$ cat config.mk
export PLATFORM = sky130hd
export DESIGN_NAME = vga_raster_gen
export DESIGN_NICKNAME = d
export VERILOG_FILES = /design/src/rtl/vga_raster_pkg.sv /design/src/rtl/raster_axis.sv /design/src/rtl/raster_out_stage.sv /design/src/rtl/vga_raster_gen.sv
export SDC_FILE = /design/constraint.sdc
export NUM_CORES = 1
export LEC_CHECK = 0
export BUFFER_PORTS_ARGS = -buffer_cell sky130_fd_sc_hd__buf_2
export CAP_MARGIN = 30
export CORE_MARGIN = 3
export CORE_UTILIZATION = 54
export CTS_BUF_LIST = sky130_fd_sc_hd__clkbuf_2
export DETAILED_ROUTE_END_ITERATION = 6
export GPL_ROUTABILITY_DRIVEN = 1
export PLACE_DENSITY = 0.78
export SLEW_MARGIN = 20
export SYNTH_ARGS = -nofsm -noshare
export SYNTH_HDL_FRONTEND = slang
export SYNTH_SLANG_ARGS = --single-unit
$ cat constraint.sdc
create_clock -name clk_i -period 2.15 [get_ports clk_i]
set_clock_uncertainty 0.05 [all_clocks]
set_input_delay 0.43 -clock clk_i [delete_from_list [all_inputs] [get_ports clk_i]]
set_output_delay 0.43 -clock clk_i [all_outputs]
set_load 0.1 [all_outputs]
$ cat src/rtl/vga_raster_pkg.sv
package vga_raster_pkg;

  typedef enum logic [1:0] {
    PH_ACTIVE,
    PH_FRONT,
    PH_SYNC,
    PH_BACK
  } raster_phase_e;

  function automatic int cnt_width(input int n);
    return (n > 1) ? $clog2(n) : 1;
  endfunction

endpackage

$ cat src/rtl/raster_axis.sv
module raster_axis
  import vga_raster_pkg::*;
#(
  parameter int VIS   = 1920,
  parameter int FP    = 128,
  parameter int SW    = 208,
  parameter int BP    = 336,
  parameter int CNT_W = 12
) (
  input  logic             clk_i,
  input  logic             rst_ni,
  input  logic             step_i,
  output logic [CNT_W-1:0] cnt_o,
  output logic             vis_o,
  output logic             sync_o,
  output logic             last_o
);

  localparam int TOTAL = VIS + FP + SW + BP;
  localparam logic [CNT_W-1:0] END_ACT = CNT_W'(VIS - 1);
  localparam logic [CNT_W-1:0] END_FP  = CNT_W'(VIS + FP - 1);
  localparam logic [CNT_W-1:0] END_SY  = CNT_W'(VIS + FP + SW - 1);
  localparam logic [CNT_W-1:0] END_BP  = CNT_W'(TOTAL - 1);

  raster_phase_e    phase_q, phase_d;
  logic [CNT_W-1:0] cnt_q, seg_end;
  logic             seg_done;

  // segment end lookup keeps the compare to one constant per phase
  always_comb begin
    seg_end = END_ACT;
    phase_d = PH_FRONT;
    case (phase_q)
      PH_ACTIVE: begin seg_end = END_ACT; phase_d = PH_FRONT;  end
      PH_FRONT:  begin seg_end = END_FP;  phase_d = PH_SYNC;   end
      PH_SYNC:   begin seg_end = END_SY;  phase_d = PH_BACK;   end
      PH_BACK:   begin seg_end = END_BP;  phase_d = PH_ACTIVE; end
      default:   begin seg_end = END_ACT; phase_d = PH_FRONT;  end
    endcase
  end

  assign seg_done = (cnt_q == seg_end);

  always_ff @(posedge clk_i or negedge rst_ni) begin
    if (!rst_ni) begin
      phase_q <= PH_ACTIVE;
      cnt_q   <= '0;
    end else if (step_i) begin
      cnt_q <= (seg_done && phase_q == PH_BACK) ? '0 : cnt_q + CNT_W'(1);
      if (seg_done) phase_q <= phase_d;
    end
  end

  assign cnt_o  = cnt_q;
  assign vis_o  = (phase_q == PH_ACTIVE);
  assign sync_o = (phase_q == PH_SYNC);
  assign last_o = (phase_q == PH_BACK) && seg_done;

  assert_phase_cnt_R2: assert property (@(posedge clk_i) disable iff (!rst_ni)
    ((phase_q == PH_ACTIVE) == (cnt_q <= END_ACT)) &&
    ((phase_q == PH_SYNC) == (cnt_q > END_FP && cnt_q <= END_SY)));

  assert_wrap_R3: assert property (@(posedge clk_i) disable iff (!rst_ni)
    (last_o && step_i) |=> (cnt_q == '0 && phase_q == PH_ACTIVE));

endmodule

$ cat src/rtl/raster_out_stage.sv
module raster_out_stage #(
  parameter int H_CNT_W  = 12,
  parameter int V_CNT_W  = 11,
  parameter int COL_W    = 11,
  parameter int ROW_W    = 11,
  parameter int H_VIS    = 1920,
  parameter int V_VIS    = 1200,
  parameter bit H_ACT_HI = 1'b0,
  parameter bit V_ACT_HI = 1'b1
) (
  input  logic               clk_i,
  input  logic               rst_ni,
  input  logic [H_CNT_W-1:0] h_cnt_i,
  input  logic [V_CNT_W-1:0] v_cnt_i,
  input  logic               h_vis_i,
  input  logic               v_vis_i,
  input  logic               h_sync_i,
  input  logic               v_sync_i,
  output logic               hsync_o,
  output logic               vsync_o,
  output logic               disp_en_o,
  output logic [COL_W-1:0]   col_o,
  output logic [ROW_W-1:0]   row_o
);

  localparam logic [COL_W-1:0] COL_MAX = COL_W'(H_VIS - 1);
  localparam logic [ROW_W-1:0] ROW_MAX = ROW_W'(V_VIS - 1);

  logic disp_d;
  assign disp_d = h_vis_i && v_vis_i;

  always_ff @(posedge clk_i or negedge rst_ni) begin
    if (!rst_ni) begin
      hsync_o   <= !H_ACT_HI;
      vsync_o   <= !V_ACT_HI;
      disp_en_o <= 1'b0;
      col_o     <= '0;
      row_o     <= '0;
    end else begin
      hsync_o   <= h_sync_i ? H_ACT_HI : !H_ACT_HI;
      vsync_o   <= v_sync_i ? V_ACT_HI : !V_ACT_HI;
      disp_en_o <= disp_d;
      // coordinates freeze during blanking
      if (disp_d) begin
        col_o <= COL_W'(h_cnt_i);
        row_o <= ROW_W'(v_cnt_i);
      end
    end
  end

  assert_col_range_R5: assert property (@(posedge clk_i) disable iff (!rst_ni)
    col_o <= COL_MAX && row_o <= ROW_MAX);

  assert_blank_sync_R4: assert property (@(posedge clk_i) disable iff (!rst_ni)
    disp_en_o |-> (hsync_o != H_ACT_HI && vsync_o != V_ACT_HI));

  assert_row_step_R6: assert property (@(posedge clk_i) disable iff (!rst_ni)
    !$stable(row_o) |-> (col_o == '0 && disp_en_o));

endmodule

$ cat src/rtl/vga_raster_gen.sv
module vga_raster_gen
  import vga_raster_pkg::*;
#(
  parameter int  H_VIS    = 1920,
  parameter int  H_FP     = 128,
  parameter int  H_SW     = 208,
  parameter int  H_BP     = 336,
  parameter int  V_VIS    = 1200,
  parameter int  V_FP     = 1,
  parameter int  V_SW     = 3,
  parameter int  V_BP     = 38,
  parameter bit  H_ACT_HI = 1'b0,
  parameter bit  V_ACT_HI = 1'b1,
  localparam int COL_W    = cnt_width(H_VIS),
  localparam int ROW_W    = cnt_width(V_VIS)
) (
  input  logic             clk_i,
  input  logic             rst_ni,
  output logic             hsync_o,
  output logic             vsync_o,
  output logic             disp_en_o,
  output logic [COL_W-1:0] col_o,
  output logic [ROW_W-1:0] row_o,
  output logic             dac_blank_n_o,
  output logic             dac_sync_n_o
);

  localparam int H_CNT_W = cnt_width(H_VIS + H_FP + H_SW + H_BP);
  localparam int V_CNT_W = cnt_width(V_VIS + V_FP + V_SW + V_BP);

  logic [H_CNT_W-1:0] h_cnt;
  logic [V_CNT_W-1:0] v_cnt;
  logic h_vis, h_sync, h_last;
  logic v_vis, v_sync, v_last;

  raster_axis #(
    .VIS(H_VIS), .FP(H_FP), .SW(H_SW), .BP(H_BP), .CNT_W(H_CNT_W)
  ) i_h_axis (
    .clk_i  (clk_i),
    .rst_ni (rst_ni),
    .step_i (1'b1),
    .cnt_o  (h_cnt),
    .vis_o  (h_vis),
    .sync_o (h_sync),
    .last_o (h_last)
  );

  // vertical axis advances on the last pixel of each line
  raster_axis #(
    .VIS(V_VIS), .FP(V_FP), .SW(V_SW), .BP(V_BP), .CNT_W(V_CNT_W)
  ) i_v_axis (
    .clk_i  (clk_i),
    .rst_ni (rst_ni),
    .step_i (h_last),
    .cnt_o  (v_cnt),
    .vis_o  (v_vis),
    .sync_o (v_sync),
    .last_o (v_last)
  );

  raster_out_stage #(
    .H_CNT_W(H_CNT_W), .V_CNT_W(V_CNT_W), .COL_W(COL_W), .ROW_W(ROW_W),
    .H_VIS(H_VIS), .V_VIS(V_VIS), .H_ACT_HI(H_ACT_HI), .V_ACT_HI(V_ACT_HI)
  ) i_out_stage (
    .clk_i     (clk_i),
    .rst_ni    (rst_ni),
    .h_cnt_i   (h_cnt),
    .v_cnt_i   (v_cnt),
    .h_vis_i   (h_vis),
    .v_vis_i   (v_vis),
    .h_sync_i  (h_sync),
    .v_sync_i  (v_sync),
    .hsync_o   (hsync_o),
    .vsync_o   (vsync_o),
    .disp_en_o (disp_en_o),
    .col_o     (col_o),
    .row_o     (row_o)
  );

  assign dac_blank_n_o = 1'b1;
  assign dac_sync_n_o  = 1'b0;

  assert_frame_wrap_R3: assert property (@(posedge clk_i) disable iff (!rst_ni)
    (v_last && h_last) |=> (v_cnt == '0 && h_cnt == '0));

endmodule

==> impl_metrics.py <==
metrics = {
    "status": {
        "status": "complete, no violations",
    },
    "detailed_routing": {
        "firstDrtPassIters": 4,
        "drt_iter0_markers": 88,
        "route.vias.total": 1661,
        "wl_per_cell_um": 14.1,
        "finalWirelength_mm": 4.34,
        "route.detailed.drc": 0,
        "via_per_inst": 5.39,
        "antenna_left": 0,
    },
    "yosys": {
        "synth.distinct_cells": 45,
        "ys.flop_type": "dfrtp_1",
        "synthesis.area_mm2": 0.00251,
        "yosysTopAreaCell": "dfrtp_1",
        "async_flop_share": 1.00,
        "ys.warnings.count": 0,
        "avgSynthCellArea_um2": 11.9,
        "yosys.area.top_type_share": 0.508,
        "syn_inst": 211,
        "synthesis.nets": 224,
        "yosysSeqAreaShare": 0.519,
        "ys_ff_latch": 52,
        "synth-edff-count": 0,
        "synth.area.top_cells": "dfrtp_1 51%, mux2_2 9.9%, ha_1 5.5%, xnor2_1 3.1%, xor2_1 3.1%",
    },
    "timing": {
        "hold_viol": 0,
        "setup_viol": 0,
        "worst_slew_pin_slew_ns": 0.529,
        "fmax_mhz": 485,
        "tns_ns": 0,
        "max-slew-margin-rel": 0.648,
        "fin_ws_ns": 0.0884,
        "min_period_over_period": 0.959,
        "holdWs_ns": 0.402,
        "final_max_slew_viol_count": 0,
        "finalCriticalPeriod_ns": 2.06,
    },
    "cts": {
        "clk_pin_slew_worst_paths_ns": 0.27,
        "cts-root-buf": "clkbuf_2",
        "clk_latency_ns": 0.43,
        "clockBufferDepth": 2,
        "clkSinkCount": 52,
        "cts-buffers-inserted": 5,
        "cts_max_level": 2,
        "tritoncts": "yes",
    },
    "finish": {
        "drive_above_1_share": 0.340,
        "nFillCells": 336,
        "antenna_cells": 0,
        "finalNetCount": 268,
        "area_delta_synth_final_pct": 17.1,
        "finalNonFillerCells": 308,
    },
    "critical_path": {
        "required_ns": 2.43,
        "critical-path-top-delay-family": "simple AND/OR/NAND/NOR gates",
        "cp-start-kind": "flip-flop",
        "cp_num_buf_inv": 1,
        "path_depth": 6,
        "r2r.worst_path.cells": 6,
        "cp_max_fo": 5,
        "path_cells": "nor4b_2 > o211ai_1 > nor4b_4 > buf_12 > nand2_2 > mux2_1",
        "path_class": "reg -> reg",
        "r2r-start": "i_h_axis.cnt_o[5]",
        "cpPeakStageDelay_ns": 0.50,
        "end_kind": "flip-flop",
        "r2r-end": "i_v_axis.phase_q[1]",
        "crit_arrival_ns": 2.35,
        "rrSetupSlack_ns": 0.09,
        "slowest_stage": "dfrtp_1",
    },
    "floorplanning": {
        "rows": 24,
        "start_util": 0.569,
        "die-width_um": 74.2,
        "io_pins": 29,
        "die_area_mm2": 0.00550,
        "coreArea_mm2": 0.00441,
        "die_h_um": 74.2,
    },
    "min_path": {
        "hold_path_class": "in -> async",
    },
    "power_and_ir_drop": {
        "peakVddDrop_mv": 0.354,
        "seq_power_share": 0.638,
        "power_leakage_nw": 1.48,
        "swShare": 0.228,
        "clockPowerShare": 0.336,
        "p_int_mw": 1.19,
        "pwr_density_cell_mw_per_mm2": 523,
        "p_total_mw": 1.54,
        "power.switching_mw": 0.351,
        "power_frac_comb": 0.026,
    },
    "place": {
        "port-buffer-count": 26,
        "dp.cells": 291,
        "place_ws_ns": 0.00625,
        "dp_hpwl_mm": 3.05,
        "gp_congestion": 0.861,
    },
    "global_route": {
        "grt_pass1_vias": 1603,
        "antenna_found_initial": 0,
        "grt_pass1_wl_mm": 7.36,
        "track_usage": 0.172,
        "gr-total-overflow": 0,
        "grt_start_max_net_pins": 31,
    },
    "job": {
        "cap_violations": 0,
    },
}
==> final cells by class <==
| type | count | area (um^2) | area share |
|---|---|---|---|
| clock buffers | 5 | 25.0 | 0.00851 |
| clock inverters | 3 | 46.3 | 0.0157 |
| flip-flops and latches | 52 | 1300 | 0.443 |
| multi-input cells | 142 | 1160 | 0.394 |
| well taps | 52 | 65.1 | 0.0221 |
| repair buffers | 44 | 305 | 0.104 |
| inverters | 10 | 37.5 | 0.0128 |
==> cell usage after synthesis (all sizes together) (2+ instances only) <==
master / count
dfrtp: 51
mux2: 23
nor2: 15
ha: 11
inv: 10
o21ai: 10
nand2: 9
xnor2: 9
xor2: 9
and3: 8
nand2b: 6
nand3: 6
buf: 4
mux2i: 4
and4: 3
clkbuf: 3
o2bb2ai: 3
conb: 2
nand3b: 2
nand4: 2
nor3b: 2
nor4: 2
nor4b: 2
o21a: 2
==> cells by family (layout without fill, tap and decap cells) <==
family	count (synthesis)	count (layout)	share of synthesized area
simple gates	63	63	0.154
flops	52	52	0.519
mux	27	27	0.119
compound gates	21	21	0.0553
xor+xnor	18	18	0.0628
buf+inv	17	62	0.0319
fa+ha+maj	11	11	0.0548
other cells	2	2	0.00299
==> cell usage in the layout (no fill, tap or decap), types with 2 or more instances in the layout <==
master / n
nand4_1: 2
mux2_2: 22
o21ai_1: 3
conb_1: 2
buf_4: 14
mux2i_1: 4
dfrtp_1: 50
xnor2_1: 8
nor4_2: 2
o21a_1: 2
o21ai_0: 6
xor2_1: 9
nand3b_1: 2
clkbuf_2: 5
buf_12: 3
buf_2: 26
nor2_1: 15
nor3b_1: 2
inv_1: 9
nand2b_1: 5
nand2_1: 8
and4_1: 3
o2bb2ai_1: 3
ha_1: 10
nand3_1: 6
and3_1: 8
==> sequential cells by signal, summed over array words and instances (netlist names) <==
register               flops
i_h_axis.cnt_o            12
i_h_axis.phase_q           2
i_out_stage.col_o         11
i_out_stage.disp_en_o      1
i_out_stage.hsync_o        1
i_out_stage.row_o         11
i_out_stage.vsync_o        1
i_v_axis.cnt_o            11
i_v_axis.phase_q           2
==> power by group through the flow <==
stage	combinational, mW	clock (mW)	sequential [mW]
2_1_floorplan	0.0179	0	0.997
3_3_place_gp	0.0392	0	0.997
3_5_place_dp	0.0400	0	0.997
4_1_cts	0.0411	0.542	0.981
5_1_grt	0.0441	0.574	0.982
6_report	0.0394	0.517	0.981
==> stage by stage <==
stage / area (um^2) / util
floorplan: 2510 / -
global placement: 2770 / 0.627
detailed placement: 2770 / 0.627
CTS: 2890 / 0.654
global route: 2940 / 0.666
finish: 2940 / 0.666
==> routing by layer <==
| layer | global-route usage | up-vias | wire length, um |
|---|---|---|---|
| met5 | 0 | - | 0 |
| met4 | 0.0423 | 0 | 45 |
| met3 | 0.0405 | 6 | 138 |
| li1 | - | 809 | - |
| met2 | 0.293 | 24 | 2110 |
| met1 | 0.221 | 822 | 2050 |
==> worst max path at each step <==
| stage | to | start |
|---|---|---|
| 6_report | i_v_axis.phase_q[1] | i_h_axis.cnt_o[5] |
| 5_1_grt | i_v_axis.phase_q[1] | i_h_axis.cnt_o[8] |
| 4_1_cts | i_v_axis.phase_q[1] | i_h_axis.phase_q[0] |
| 3_5_place_dp | i_v_axis.phase_q[1] | i_h_axis.phase_q[0] |
| 3_3_place_gp | i_v_axis.phase_q[1] | i_h_axis.phase_q[0] |
| 2_1_floorplan | i_v_axis.phase_q[1] | i_h_axis.phase_q[1] |
==> what timing repair did <==
item	4_1_cts	5_1_grt
pin swaps	3	4
resized for setup	0	8
setup buffers	5	3
setup endpoints to repair	1	14
hold endpoints to repair	21	0
hold buffers	1	0
cloned	0	0
No activity file was read; power rests on OpenSTA's default activity.
